**config.mk**
```make
export PLATFORM = sky130hd
export DESIGN_NAME = seg_access_check
export DESIGN_NICKNAME = d
export VERILOG_FILES = /design/src/rtl/seg_chk_pkg.sv /design/src/rtl/seg_limit_scale.sv /design/src/rtl/seg_rights_eval.sv /design/src/rtl/seg_bound_eval.sv /design/src/rtl/seg_access_check.sv
export SDC_FILE = /design/constraint.sdc
export NUM_CORES = 1
export LEC_CHECK = 0
export ABC_AREA = 1
export BUFFER_PORTS_ARGS = -buffer_cell sky130_fd_sc_hd__buf_2
export CORE_UTILIZATION = 60
export DETAILED_ROUTE_END_ITERATION = 7
export PLACE_DENSITY = 0.87
export SETUP_SLACK_MARGIN = 0.15
export SKIP_LAST_GASP = 1
export SLEW_MARGIN = 20
export SYNTH_ARGS = -nofsm -noshare
export SYNTH_HDL_FRONTEND = slang
export SYNTH_HIERARCHICAL = 1
export SYNTH_SLANG_ARGS = --single-unit
```
**constraint.sdc**
```tcl
create_clock -name clk -period 4.38 [get_ports clk]
set_input_delay 0.219 -clock clk [delete_from_list [all_inputs] [get_ports clk]]
set_output_delay 0.219 -clock clk [all_outputs]
set_load 0.005 [all_outputs]
```
**src/rtl/seg_chk_pkg.sv**
```systemverilog
package seg_chk_pkg;

  typedef enum logic [1:0] {
    KIND_FETCH = 2'd0,
    KIND_READ  = 2'd1,
    KIND_WRITE = 2'd2,
    KIND_READX = 2'd3
  } kind_e;

  typedef enum logic [1:0] {
    CAUSE_NONE   = 2'd0,
    CAUSE_TYPE   = 2'd1,
    CAUSE_RIGHTS = 2'd2,
    CAUSE_LIMIT  = 2'd3
  } cause_e;

  typedef struct packed {
    logic   fault;
    cause_e cause;
    logic   acc;
  } verdict_t;

endpackage

```
**src/rtl/seg_limit_scale.sv**
```systemverilog
module seg_limit_scale #(
  parameter int LIM_W      = 20,
  parameter int OFS_W      = 32,
  parameter int PAGE_SHIFT = 12
) (
  input  logic [LIM_W-1:0] raw_limit,
  input  logic             gran,
  output logic [OFS_W-1:0] eff_limit
);
  localparam int SCALED_W = LIM_W + PAGE_SHIFT;

  logic [SCALED_W-1:0] scaled;
  logic [OFS_W-1:0]    byte_lim;
  logic [OFS_W-1:0]    page_lim;

  assign scaled   = {raw_limit, {PAGE_SHIFT{1'b1}}};
  assign byte_lim = {{(OFS_W-LIM_W){1'b0}}, raw_limit};

  generate
    if (SCALED_W >= OFS_W) begin : g_trunc
      assign page_lim = scaled[OFS_W-1:0];
    end else begin : g_ext
      assign page_lim = {{(OFS_W-SCALED_W){1'b0}}, scaled};
    end
  endgenerate

  assign eff_limit = gran ? page_lim : byte_lim;
endmodule

```
**src/rtl/seg_rights_eval.sv**
```systemverilog
module seg_rights_eval
  import seg_chk_pkg::*;
(
  input  logic  is_code,
  input  logic  rw_flag,
  input  kind_e kind,
  output logic  rights_ok
);
  always_comb begin
    rights_ok = 1'b0;
    if (is_code) begin
      unique case (kind)
        KIND_FETCH:             rights_ok = 1'b1;
        KIND_READ, KIND_READX:  rights_ok = rw_flag;
        KIND_WRITE:             rights_ok = 1'b0;
        default:                rights_ok = 1'b0;
      endcase
    end else begin
      unique case (kind)
        KIND_FETCH:             rights_ok = 1'b0;
        KIND_READ, KIND_READX:  rights_ok = 1'b1;
        KIND_WRITE:             rights_ok = rw_flag;
        default:                rights_ok = 1'b0;
      endcase
    end
  end
endmodule

```
**src/rtl/seg_bound_eval.sv**
```systemverilog
module seg_bound_eval #(
  parameter int OFS_W   = 32,
  parameter int SMALL_W = 16
) (
  input  logic [OFS_W-1:0] offset,
  input  logic [1:0]       size_sel,
  input  logic [OFS_W-1:0] eff_limit,
  input  logic             expand_down,
  input  logic             big,
  output logic             in_bounds
);
  localparam int SPAN_W = 3;
  localparam logic [OFS_W-1:0] SMALL_TOP = {{(OFS_W-SMALL_W){1'b0}}, {SMALL_W{1'b1}}};

  logic [SPAN_W-1:0] span;
  logic [OFS_W:0]    last_w;
  logic              carry;
  logic [OFS_W-1:0]  last_b;
  logic              up_ok;
  logic              down_ok;
  logic              top_ok;

  always_comb begin
    unique case (size_sel)
      2'd0:    span = 3'd0;
      2'd1:    span = 3'd1;
      default: span = 3'd3;
    endcase
  end

  assign last_w = {1'b0, offset} + {{(OFS_W+1-SPAN_W){1'b0}}, span};
  assign carry  = last_w[OFS_W];
  assign last_b = last_w[OFS_W-1:0];

  assign up_ok   = !carry && (last_b <= eff_limit);
  assign top_ok  = big ? 1'b1 : (last_b <= SMALL_TOP);
  assign down_ok = !carry && (offset > eff_limit) && top_ok;

  assign in_bounds = expand_down ? down_ok : up_ok;
endmodule

```
**src/rtl/seg_access_check.sv**
```systemverilog
module seg_access_check
  import seg_chk_pkg::*;
#(
  parameter int LIM_W      = 20,
  parameter int OFS_W      = 32,
  parameter int PAGE_SHIFT = 12,
  parameter int SMALL_W    = 16
) (
  input  logic             clk,
  input  logic             rst,
  input  logic             req_valid,
  input  logic             desc_sys_n,
  input  logic             desc_exec,
  input  logic             desc_rw,
  input  logic             desc_dir,
  input  logic             desc_big,
  input  logic             desc_gran,
  input  logic             desc_acc,
  input  logic             desc_present,
  input  logic [LIM_W-1:0] raw_limit,
  input  logic [OFS_W-1:0] offset,
  input  logic [1:0]       size_sel,
  input  logic [1:0]       kind,
  output logic             rsp_valid,
  output logic             fault,
  output logic [1:0]       cause,
  output logic             acc_out
);
  logic [OFS_W-1:0] eff_limit;
  logic             rights_ok;
  logic             in_bounds;
  logic             expand_down;
  verdict_t         nxt;
  verdict_t         cur;

  seg_limit_scale #(
    .LIM_W(LIM_W), .OFS_W(OFS_W), .PAGE_SHIFT(PAGE_SHIFT)
  ) u_scale (
    .raw_limit (raw_limit),
    .gran      (desc_gran),
    .eff_limit (eff_limit)
  );

  seg_rights_eval u_rights (
    .is_code   (desc_exec),
    .rw_flag   (desc_rw),
    .kind      (kind_e'(kind)),
    .rights_ok (rights_ok)
  );

  // Code segments always grow upward; the direction bit only matters for data.
  assign expand_down = desc_dir && !desc_exec;

  seg_bound_eval #(
    .OFS_W(OFS_W), .SMALL_W(SMALL_W)
  ) u_bound (
    .offset      (offset),
    .size_sel    (size_sel),
    .eff_limit   (eff_limit),
    .expand_down (expand_down),
    .big         (desc_big),
    .in_bounds   (in_bounds)
  );

  always_comb begin
    if (!desc_present || !desc_sys_n) nxt.cause = CAUSE_TYPE;
    else if (!rights_ok)              nxt.cause = CAUSE_RIGHTS;
    else if (!in_bounds)              nxt.cause = CAUSE_LIMIT;
    else                              nxt.cause = CAUSE_NONE;
    nxt.fault = (nxt.cause != CAUSE_NONE);
    nxt.acc   = nxt.fault ? desc_acc : 1'b1;
  end

  always_ff @(posedge clk) begin
    if (rst) begin
      rsp_valid <= 1'b0;
      cur       <= '0;
    end else begin
      rsp_valid <= req_valid;
      if (req_valid) cur <= nxt;
    end
  end

  assign fault   = cur.fault;
  assign cause   = cur.cause;
  assign acc_out = cur.acc;
endmodule

```
Word level (Yosys, flattened, before mapping)
Cells that the tools add are included.
{"block": "totals", "ff_bits": 5, "word_cells": 36}
{"block": "classes", "n_addsub": 1, "n_eq_ne": 4, "magnitude_cmp": 3, "muxes": 11, "n_reduce_logical": 13}
{"operator": "$add A32 B2 Y33", "count": 1}
{"operator": "$gt A32 B32 Y1", "count": 1}
{"operator": "$le A32 B16 Y1 const B", "count": 1}
{"operator": "$le A32 B32 Y1", "count": 1}
{"operator": "$mux W32", "count": 1}
{"operator": "$mux W2", "count": 3}
{"operator": "$pmux W1 S3", "count": 2}
{"operator": "$eq A2 B1 Y1 const B", "count": 2}
{"operator": "$eq A2 B2 Y1 const B", "count": 2}
{"operator": "$logic_and A1 B1 Y1", "count": 4}
{"operator": "$logic_not A1 Y1", "count": 4}
{"operator": "$logic_not A2 Y1", "count": 2}
{"operator": "$mux W1", "count": 4}
{"operator": "$pmux W2 S2", "count": 1}
{"operator": "$reduce_bool A2 Y1", "count": 1}
{"operator": "$reduce_or A2 Y1", "count": 1}
{"operator": "$logic_or A1 B1 Y1", "count": 1}

Depth between registers and ports, before layout
Gate-level depths: netlist of the first run.
{"block": "logic_depth", "depth_word": 12, "mapped_depth": 26, "mapped_depth_nobuf": 26}

Hierarchy
Netlist of the first run, hierarchy kept.
{"module": "seg_bound_eval", "area_each_um2": 2706.3, "instances": 1, "cells_per_inst": 480, "seq_area_each_um2": 0.0}
{"module": "seg_limit_scale", "area_each_um2": 276.5, "instances": 1, "cells_per_inst": 64, "seq_area_each_um2": 0.0}
{"module": "seg_access_check", "area_each_um2": 206.4, "instances": 1, "cells_per_inst": 31, "seq_area_each_um2": 100.1}
{"module": "seg_rights_eval", "area_each_um2": 32.5, "instances": 1, "cells_per_inst": 8, "seq_area_each_um2": 0.0}

Worst setup path after synthesis of the first run
No wires, ideal clock.
{"block": "synth_timing", "path_kind": "input to register", "start": "in size_sel[1]", "end": "reg cur, in the netlist acc_out", "setup_ps": 109, "arrival_time_ps": 2853, "cell_stages": 24, "path_buffers": 0, "path_slack_ps": 1418, "cell_sequence": "or2_2 -> ha_1 -> inv_1 -> fa_1 -> nor2_4 -> nand2_4 -> nor2_8 -> nand3_1 -> nand2_1 -> inv_1 -> ha_1 -> nand2_1 -> nor2_1 -> nand4_1 -> nor4_1 -> nand2_1 -> nand2_1 -> nand2_1 -> nand2_1 -> nand2_1 -> nand4_1 -> nand3_1 -> nand2_1 -> inv_1"}
{"block": "synth_via", "elab_chain_len": 12}
{"item": "from (decl)", "line_no": "seg_access_check.sv:22", "text": "input logic [1:0] size_sel,"}
{"item": "$eq A2 B1 Y1 / $logic_not A2 Y1 (equally long branches)", "line_no": "seg_bound_eval.sv:24", "text": "unique case (size_sel)"}
{"item": "$pmux W2 S2 *", "line_no": "seg_bound_eval.sv:24"}
{"item": "$add A32 B2 Y33 *", "line_no": "seg_bound_eval.sv:31", "text": "assign last_w = {1'b0, offset} + {{(OFS_W+1-SPAN_W){1'b0}}, span};"}
{"item": "$le A32 B16 Y1 / $logic_not A1 Y1 (equally long branches)", "line_no": "seg_bound_eval.sv:36, seg_bound_eval.sv:35, seg_bound_eval.sv:37"}
{"item": "$mux W1 / $logic_and A1 B1 Y1 (equally long branches)", "line_no": "seg_bound_eval.sv:36, seg_bound_eval.sv:37"}
{"item": "$logic_and A1 B1 Y1", "line_no": "seg_bound_eval.sv:37", "text": "assign down_ok = !carry && (offset > eff_limit) && top_ok;"}
{"item": "$mux W1 *", "line_no": "seg_bound_eval.sv:39", "text": "assign in_bounds = expand_down ? down_ok : up_ok;"}
{"item": "net in_bounds", "line_no": "seg_access_check.sv:31", "text": "logic in_bounds;"}
{"item": "$mux W2 *", "line_no": "seg_access_check.sv:68", "text": "else if (!in_bounds) nxt.cause = CAUSE_LIMIT;"}
{"item": "$mux W2 *", "line_no": "seg_access_check.sv:67", "text": "else if (!rights_ok) nxt.cause = CAUSE_RIGHTS;"}
{"item": "$mux W2 *", "line_no": "seg_access_check.sv:66", "text": "if (!desc_present || !desc_sys_n) nxt.cause = CAUSE_TYPE;"}
{"item": "$reduce_bool A2 Y1 *", "line_no": "seg_access_check.sv:70", "text": "nxt.fault = (nxt.cause != CAUSE_NONE);"}
{"item": "$mux W1 *", "line_no": "seg_access_check.sv:71", "text": "nxt.acc = nxt.fault ? desc_acc : 1'b1;"}
{"item": "to (signal assigned)", "line_no": "seg_access_check.sv:80", "text": "if (req_valid) cur <= nxt;"}
{"item": "to (decl)", "line_no": "seg_access_check.sv:34", "text": "verdict_t cur;"}
Mark *: on every way through the listed nets, which the timed path passes. The rest lies on a longest branch.
A chain may end at the register's enable or synchronous reset.

Worst setup path after layout of the first run
{"block": "layout_timing", "start": "in size_sel[1]", "end": "reg cur, in the netlist fault"}
{"block": "layout_via", "elab_chain_len": 11}
{"item": "$eq A2 B1 Y1 / $logic_not A2 Y1 (equally long branches)", "line_no": "seg_bound_eval.sv:24"}
{"item": "$pmux W2 S2 *", "line_no": "seg_bound_eval.sv:24"}
{"item": "$add A32 B2 Y33 *", "line_no": "seg_bound_eval.sv:31"}
{"item": "$le A32 B16 Y1 / $logic_not A1 Y1 (equally long branches)", "line_no": "seg_bound_eval.sv:36, seg_bound_eval.sv:35, seg_bound_eval.sv:37"}
{"item": "$mux W1 / $logic_and A1 B1 Y1 (equally long branches)", "line_no": "seg_bound_eval.sv:36, seg_bound_eval.sv:37"}
{"item": "$logic_and A1 B1 Y1", "line_no": "seg_bound_eval.sv:37"}
{"item": "$mux W1 *", "line_no": "seg_bound_eval.sv:39"}
{"item": "net in_bounds", "line_no": "seg_access_check.sv:31"}
{"item": "$mux W2 *", "line_no": "seg_access_check.sv:68"}
{"item": "$mux W2 *", "line_no": "seg_access_check.sv:67"}
{"item": "$mux W2 *", "line_no": "seg_access_check.sv:66"}
{"item": "$reduce_bool A2 Y1 *", "line_no": "seg_access_check.sv:70"}
Marks and branches as above.

==> results.md, run 1 <==
Timing:
- Across the routed clock network, the largest skew measured is 0 ps.
- For this run, the top clock speed supported by timing is 305 MHz.
- The headroom to the max-slew limit is 0.665.
- The max-slew violation count is 0.
- The smallest setup slack after layout is 1100 ps.
- The slew at the pin closest to its max-slew limit is 503 ps.
- The share of the clock period used by the worst path is 0.750.
- Setup repair after global routing left no endpoint under its margin.
- The final setup violation count is 0.
- The number of hold violations in the final report came to 0.
- For the final routed database, the setup TNS stands at 0 ps.
- The final period demand of the worst path is 3280 ps.

Floorplan:
- The die is 75.3 um wide.
- The die is 75.3 um tall.
- In this run the count of I/O pins placed on the die edge is 72.
- The total area inside the core boundary comes to 5140 sq um.
- The floorplan step defined a die boundary enclosing 5670 sq um.
- The starting utilization of the core area is 0.627.
- Row generation in the floorplan step produced 26 rows.

CTS:
- At the later pin of the worst-skew pair, clock insertion delay measures 220 ps.
- The count of H-tree levels built during CTS is 1.
- The TritonCTS clock tree is done.
- The total of hold buffers inserted after clock tree synthesis is 0.
- The clock sink count is 5.
- The number of buffers inserted by post-CTS setup repair is 0.
- Counting the buffers created by CTS gives 3.
- The clock edge transition at the registers on the reported setup and hold paths is 40 ps.
- The number of buffers between clock root and the deepest sink is 2.
- The tree is rooted in a sky130_fd_sc_hd__clkbuf_8.
- The number of gates resized after CTS was 0.

Worst setup path:
- The critical path contains buffers and inverters numbering 3 combined.
- Traced cell by cell, the critical path runs through buf_2 -> or2_2 -> ha_1 -> inv_1 -> fa_1 -> nor2_4 -> nand2_4 -> nor2_8 -> nand3_1 -> nand2_1 -> inv_1 -> ha_1 -> nand2_1 -> nor2_1 -> nand4_1 -> nor4_1 -> nand3_1 -> nand2_1 -> nand2_1 -> nand2_1 -> nand4_1 -> nand2_1 -> a21oi_1.
- For the worst setup path, the data arrival time is 3390 ps.
- The type of the worst setup path is input pin to register.
- For this run, the slowest stage of the critical path takes 450 ps.
- Counting stages on the worst path, the most repeated cell is sky130_fd_sc_hd__nand2_1.
- The endpoint kind of the worst setup timing path is a register.
- The worst path required time is 4490 ps.
- For this design, the slowest cell found on the critical path is sky130_fd_sc_hd__fa_1.
- The largest fanout on the critical path is 5.
- On the critical path the largest part of the delay comes from simple AND/OR/NAND/NOR gates.
- The type of origin of the critical path is an input pin.

Synthesis:
- Synthesis handed over a netlist of 583 instances.
- The simple-gate area share of the yosys netlist is 0.441.
- The Yosys step of the flow raised 6 warnings.
- The share of cell area taken by muxes after synthesis is 0.
- The count of distinct cell types in the synthesized netlist is 33.
- The share of the synthesized area in compound gates (AO/OA/AOI/OAI) is 0.0913.
- The synthesized design spends more area on one cell type than any other, namely sky130_fd_sc_hd__ha_1.
- The post-synth design cell area is 3220 sq um.
- The number of nets handed over by synthesis was 717.
- For this run, the register share of the synthesized area comes to 0.0311.
- The dominant combinational cell family by area after synthesis is simple AND/OR/NAND/NOR gates.
- The adder and majority cell fraction of the synthesized area is 0.263.
- The area share of xor/xnor cells in the synthesized design is 0.0381.
- After synthesis, the cell types taking the most area are sky130_fd_sc_hd__ha_1 26%, sky130_fd_sc_hd__nand2_1 23%, sky130_fd_sc_hd__inv_1 13%, sky130_fd_sc_hd__nor2_1 7.0%, sky130_fd_sc_hd__a21oi_1 6.1%.
- The synthesized design contains 5 register bits.
- The area share of the leading cell type in the synthesized netlist is 0.256.
- The average instance in the mapped netlist occupies 5.53 sq um.

Drt:
- In this run the remaining antenna-violating nets after routing total 0.
- In the routed design, unresolved DRC markers number 0.
- The total routed wirelength is 9.28 mm.
- Before antenna repair, the detailed router went through 5 iterations.
- The per-cell via count in the routed design is 5.19.
- In the final routed layout, each cell accounts on average for 12.8 um.
- The number of DRC markers in iteration 0 is 224.
- The via total after detailed routing is 3760.

GRT:
- The met2 usage in global routing is 0.577.
- The met3 routing resource usage after global routing is 0.0281.
- The number of antenna violations at the first check in global routing came to 0.
- Summed over all layers, the global routing overflow is 0.
- Entering global routing, the biggest net connects 34 pins.
- The number of global-route vias before repair is 3335.
- The total routing resource utilization after global routing is 0.343.
- met2 is the most crowded layer.
- The first global-routing pass estimated 14.7 mm of wire.
- For met1 alone, demand over resource in global routing was 0.450.

Cells and area:
- In the final layout, the share of cells above drive strength 1 is 0.145.
- At the end of the flow, the number of nets in the layout was 789.
- Fill cells in the final layout number 529.
- The area growth from synthesis to layout is 14.5%.
- The finished cells cover 3690 sq um.
- The number of antenna diodes in the final layout is 0.

Run status:
- The run finished with clean final reports.

Place:
- The post-place setup slack is 966 ps.
- The instance area after placement is 3640 sq um.
- The count of buffers from port buffering is 71.
- The wire-length estimate of the detail-placed layout is 8.16 mm.
- At the end of routability-driven placement, the weighted congestion stood at 1.01.

Min path:
- The tightest min-delay check is of the input pin to register type.

Pwr:
- The analysis attributes to cell leakage a power of 0.00228 uW.
- Across the VDD grid, the largest voltage drop is 0.125 mV.
- For this design the ratio of total power to cell area is 118 nW/um^2.

Job:
- Across the run, the number of max-cap violations was 0.
## metal layers
layer  part of all wire  vias up
li1                   -     1967
met1               0.47     1640
met2               0.44      125
met3              0.056       28
met4              0.036        0
met5                  0        -
## registers in the layout (all words and copies together), names as in the netlist
register,count
fault,1
acc_out,1
rsp_valid,1
cause,2
## worst paths after layout
check | from | to | slack, ps | depth (start not counted)
setup / recovery | size_sel[1] | fault | 1100 | 23
hold / removal | rst | cause[1] | 230 | 2
setup reg to reg | fault | fault | 3750 | 2
hold reg to reg | cause[1] | cause[1] | 470 | 2
## area by class of cell
class | instances | area [sq um] | area share
clock buffer | 4 | 45.0 | 0.0122
inverter | 111 | 417 | 0.113
tap | 70 | 87.6 | 0.0237
multi-input combinational | 463 | 2680 | 0.728
sequential | 5 | 100 | 0.0271
timing repair buffer | 71 | 355 | 0.0963
## report_power, final
group	internal, uW	total (uW)	switching [uW]
sequential	48.7	49.8	1.09
combinational	117	298	181
clock	62.7	87.8	25.1
total	228	436	208
## logic make-up after synthesis
group | count (synthesis)
buffers and inverters | 115
AOI/OAI and AO/OA | 56
xor gates and xnor gates | 14
adders and majority gates | 67
and+or+nand+nor | 326
DFF | 5
## through the flow
stage | power (uW) | std cells | util | hold slack, ps
6_report | 436 | 724 | 0.718 | 228
5_1_grt | 486 | 724 | 0.718 | 239
4_1_cts | 432 | 724 | 0.718 | 223
3_5_place_dp | 342 | 720 | 0.709 | 447
3_3_place_gp | 331 | 720 | 0.709 | 441
2_1_floorplan | 239 | 583 | - | 288
## placed cells by master, fill, tap and decap left out, drive strengths merged
| cell type | netlist | layout |
|---|---|---|
| a21oi | 39 | 39 |
| a31oi | 1 | 1 |
| and3 | 1 | 1 |
| buf | 3 | 71 |
| clkbuf | 1 | 4 |
| dfxtp | 5 | 5 |
| fa | 1 | 1 |
| ha | 66 | 66 |
| inv | 111 | 111 |
| nand2 | 204 | 204 |
| nand3 | 24 | 24 |
| nand3b | 2 | 2 |
| nand4 | 9 | 9 |
| nor2 | 69 | 69 |
| nor3 | 2 | 2 |
| nor3b | 1 | 1 |
| nor4 | 1 | 1 |
| o211ai | 4 | 4 |
| o21ai | 11 | 11 |
| o21bai | 1 | 1 |
| or2 | 13 | 13 |
| xnor2 | 6 | 6 |
| xor2 | 8 | 8 |
## Yosys cell counts, drive strengths merged
cell type / count
o211ai: 4
xnor2: 6
o21bai: 1
ha: 66
nand3: 24
nor3b: 1
nand3b: 2
nor2: 69
nand2: 204
fa: 1
inv: 111
buf: 3
nor3: 2
and3: 1
dfxtp: 5
a31oi: 1
nor4: 1
nand4: 9
clkbuf: 1
o21ai: 11
xor2: 8
a21oi: 39
or2: 13
Power figures use the tool's default switching activity.
==> run 2: changes to the inputs <==
Settings changed: CORE_UTILIZATION 60 to 57, PLACE_DENSITY 0.87 to 0.83.
Clock period 4.38 ns to 3.2 ns, I/O delays scaled along.
==> results.md, run 2 (same netlist as run 1, synthesis figures left out) <==
GRT:
- The global-route wire length before repair is 15.6 mm.
- The number of antenna violations at the first check in global routing is 0.
- Across every metal layer, demand over resource in global routing totals 0.324.
- The number of global-route vias before repair is 3590.
- The met2 usage in global routing is 0.594.
- For met1 alone, demand over resource in global routing was 0.408.
- The most heavily used metal layer in global routing is met2.
- For this run, global-route usage on met3 was measured as 0.0214.
- The pin count of the biggest net entering global routing is 34.
- The global-route congestion overflow total is 0.

Timing:
- The max-slew violation count is 0.
- The number of hold violations in the final report is 0.
- Setup repair after global routing could not meet its margin everywhere.
- For the pin with the worst max-slew slack, the measured transition is 489 ps.
- The minimum hold slack is 169 ps.
- On the final layout, the worst clock skew is 0 ps.
- The maximum clock frequency is 340 MHz.
- Setup violations remaining at the end of the flow were counted as 0.
- In the finished design, the share of the clock period the worst path needs comes to 0.919.
- Headroom to the max-slew limit came out at 0.674.
- For the finished layout, the period the worst path requires is 2940 ps.

Floorplan:
- The I/O pin total is 72.
- The placeable core region is 5470 sq um.
- The starting utilization of the core area is 0.589.
- The floorplan die height is 77.2 um.
- The die covers 5960 sq um.
- Measured along the x axis, the die boundary spans 77.2 um.
- Row generation in the floorplan step produced 27 rows.

Place:
- The count of buffers from port buffering is 71.
- The placed wire-length estimate is 8.31 mm.
- The congestion estimate from routability-driven global placement came to 1.02.
- The instance area after placement is 3730 sq um.

Worst setup path:
- STA classifies the critical path endpoint as a register.
- The library cell contributing the largest single delay on the critical path is sky130_fd_sc_hd__fa_2.
- At the worst endpoint, the required time is 3320 ps.
- The biggest cell delay along the critical path is 380 ps.
- The setup path with the least slack is of type input pin to register.
- The top cell family by delay on the critical path is simple AND/OR/NAND/NOR gates.
- The worst reg2reg path startpoint is cause[1].
- The launch point of the critical path is size_sel[1].
- The largest fanout on the critical path is 4.
- The data arrival time of the critical path is 3060 ps.
- The number of buffer and inverter stages on the critical path is 5.
- Among the stages of the critical path, the cell type that occurs most often is sky130_fd_sc_hd__nand2_1.
- The worst setup path is launched from an input pin.

Pwr:
- Of the total power, combinational logic draws 0.698.
- The analysis attributes to cell leakage a power of 0.00237 uW.
- The cell-internal power is 326 uW.
- The total power per unit cell area is 159 nW/um^2.
- The proportion of total power due to net switching is 0.474.
- The switching component of the power is 294 uW.
- The part of the power in registers is 0.111.
- The worst ir drop on vdd is 0.168 mV.
- The clock network fraction of design power is 0.192.

Drt:
- After detailed routing, the number of remaining DRC violations is 2.
- In the routed layout, each cell is associated on average with a via count of 5.27.
- The post-detailed-route wirelength per cell is 13.1 um.
- After detailed routing, the total wire length is 9.69 mm.
- The number of DRC markers in iteration 0 is 206.
- The via total after detailed routing is 3905.
- In this run the remaining antenna-violating nets after routing total 0.
- The pre-antenna-repair detailed-routing pass consisted of 7 iterations.

Cells and area:
- The library cells used most frequently in the layout, excluding fill and tap cells, are 191 x sky130_fd_sc_hd__nand2_1, 107 x sky130_fd_sc_hd__inv_1, 69 x sky130_fd_sc_hd__buf_2.
- The library cell used most frequently in the layout, excluding fill and tap cells, is sky130_fd_sc_hd__nand2_1.
- 0 antenna diodes ended up in the layout.
- The area growth from synthesis to layout is 21.0%.
- After routing the design area is 3900 sq um.
- In the final design database the tool counted 804 nets.
- The number of flip-flops under the largest register name is 2.
- The fraction of layout cells with a size suffix above 1 is 0.190.

Run status:
- The checks that failed: design-rule violations.
- The run finished, with violations left.

Min path:
- In this run the most critical hold path is launched from rst.
- The tightest min-delay check is of the input pin to register type.

CTS:
- The total CTS buffers is 3.
- The clock edge transition at the registers on the reported setup and hold paths is 40 ps.
- Clock tree synthesis selected as its root buffer the cell sky130_fd_sc_hd__clkbuf_8.
- The number of buffers between clock root and the deepest sink is 2.
- The clock sink count is 5.
- The count of H-tree levels built during CTS is 1.
- TritonCTS built the clock tree.
- The clock latency of the later-clocked register in the worst-skew pair is 220 ps.
- After clock tree synthesis, the flow added hold-fix buffers numbering 0.

Job:
- The max-cap check violation count is 0.
## run 2: cell count changes in the layout (fill, tap and decap cells not counted), moves of 3 or more
cell	delta
sky130_fd_sc_hd__nand2_1	-6
sky130_fd_sc_hd__inv_1	-3
sky130_fd_sc_hd__buf_4	+14
sky130_fd_sc_hd__nand2_2	+6
sky130_fd_sc_hd__buf_6	+3
sky130_fd_sc_hd__inv_2	+3
## run 2: final timing paths
check | to | slack, ps | cells after the start
worst max-delay path | acc_out | 260 | 27
worst min-delay path | cause[1] | 170 | 2
worst max register to register | cause[1] | 2560 | 2
worst min register to register | cause[0] | 470 | 2
## run 2: power groups by stage
| stage | Clock (uW) | Sequential, uW | Combinational (uW) |
|---|---|---|---|
| 5_1_grt | 123 | 69.3 | 489 |
| 3_3_place_gp | 0 | 69.0 | 388 |
| 6_report | 119 | 68.6 | 433 |
| 2_1_floorplan | 0 | 69.8 | 257 |
| 3_5_place_dp | 0 | 69.4 | 404 |
| 4_1_cts | 121 | 68.7 | 409 |
## run 2: area by class of cell
cell class	instances	area [sq um]
inverter	111	417
fill	495	1570
multi-input combinational	463	2760
timing repair buffer	86	484
sequential	5	100
tap	72	90.1
clock buffer	4	45.0
## run 2: metrics by stage
step	instances	TNS (ps)	power [uW]	util	worst slack [ps]
finish	741	0	621	0.713	259
floorplan	583	0	327	-	297
detailed placement	733	-564	474	0.681	-156
CTS	737	0	598	0.691	168
global placement	733	-239	457	0.681	-87.4
global route	741	0	682	0.713	66.2
## run 2: per-layer routing
| layer | share of wire | wire [um] |
|---|---|---|
| met1 | 0.45 | 4360 |
| met2 | 0.47 | 4570 |
| met3 | 0.059 | 571 |
| met4 | 0.019 | 182 |
| met5 | 0 | 0 |
## run 2: repair_timing
action / 4_1_cts / 5_1_grt
buffers inserted: 0 / 4
endpoints found under the hold margin: 0 / 0
gates resized for setup: 2 / 23
pin swaps: 0 / 22
setup endpoints to repair: 4 / 4
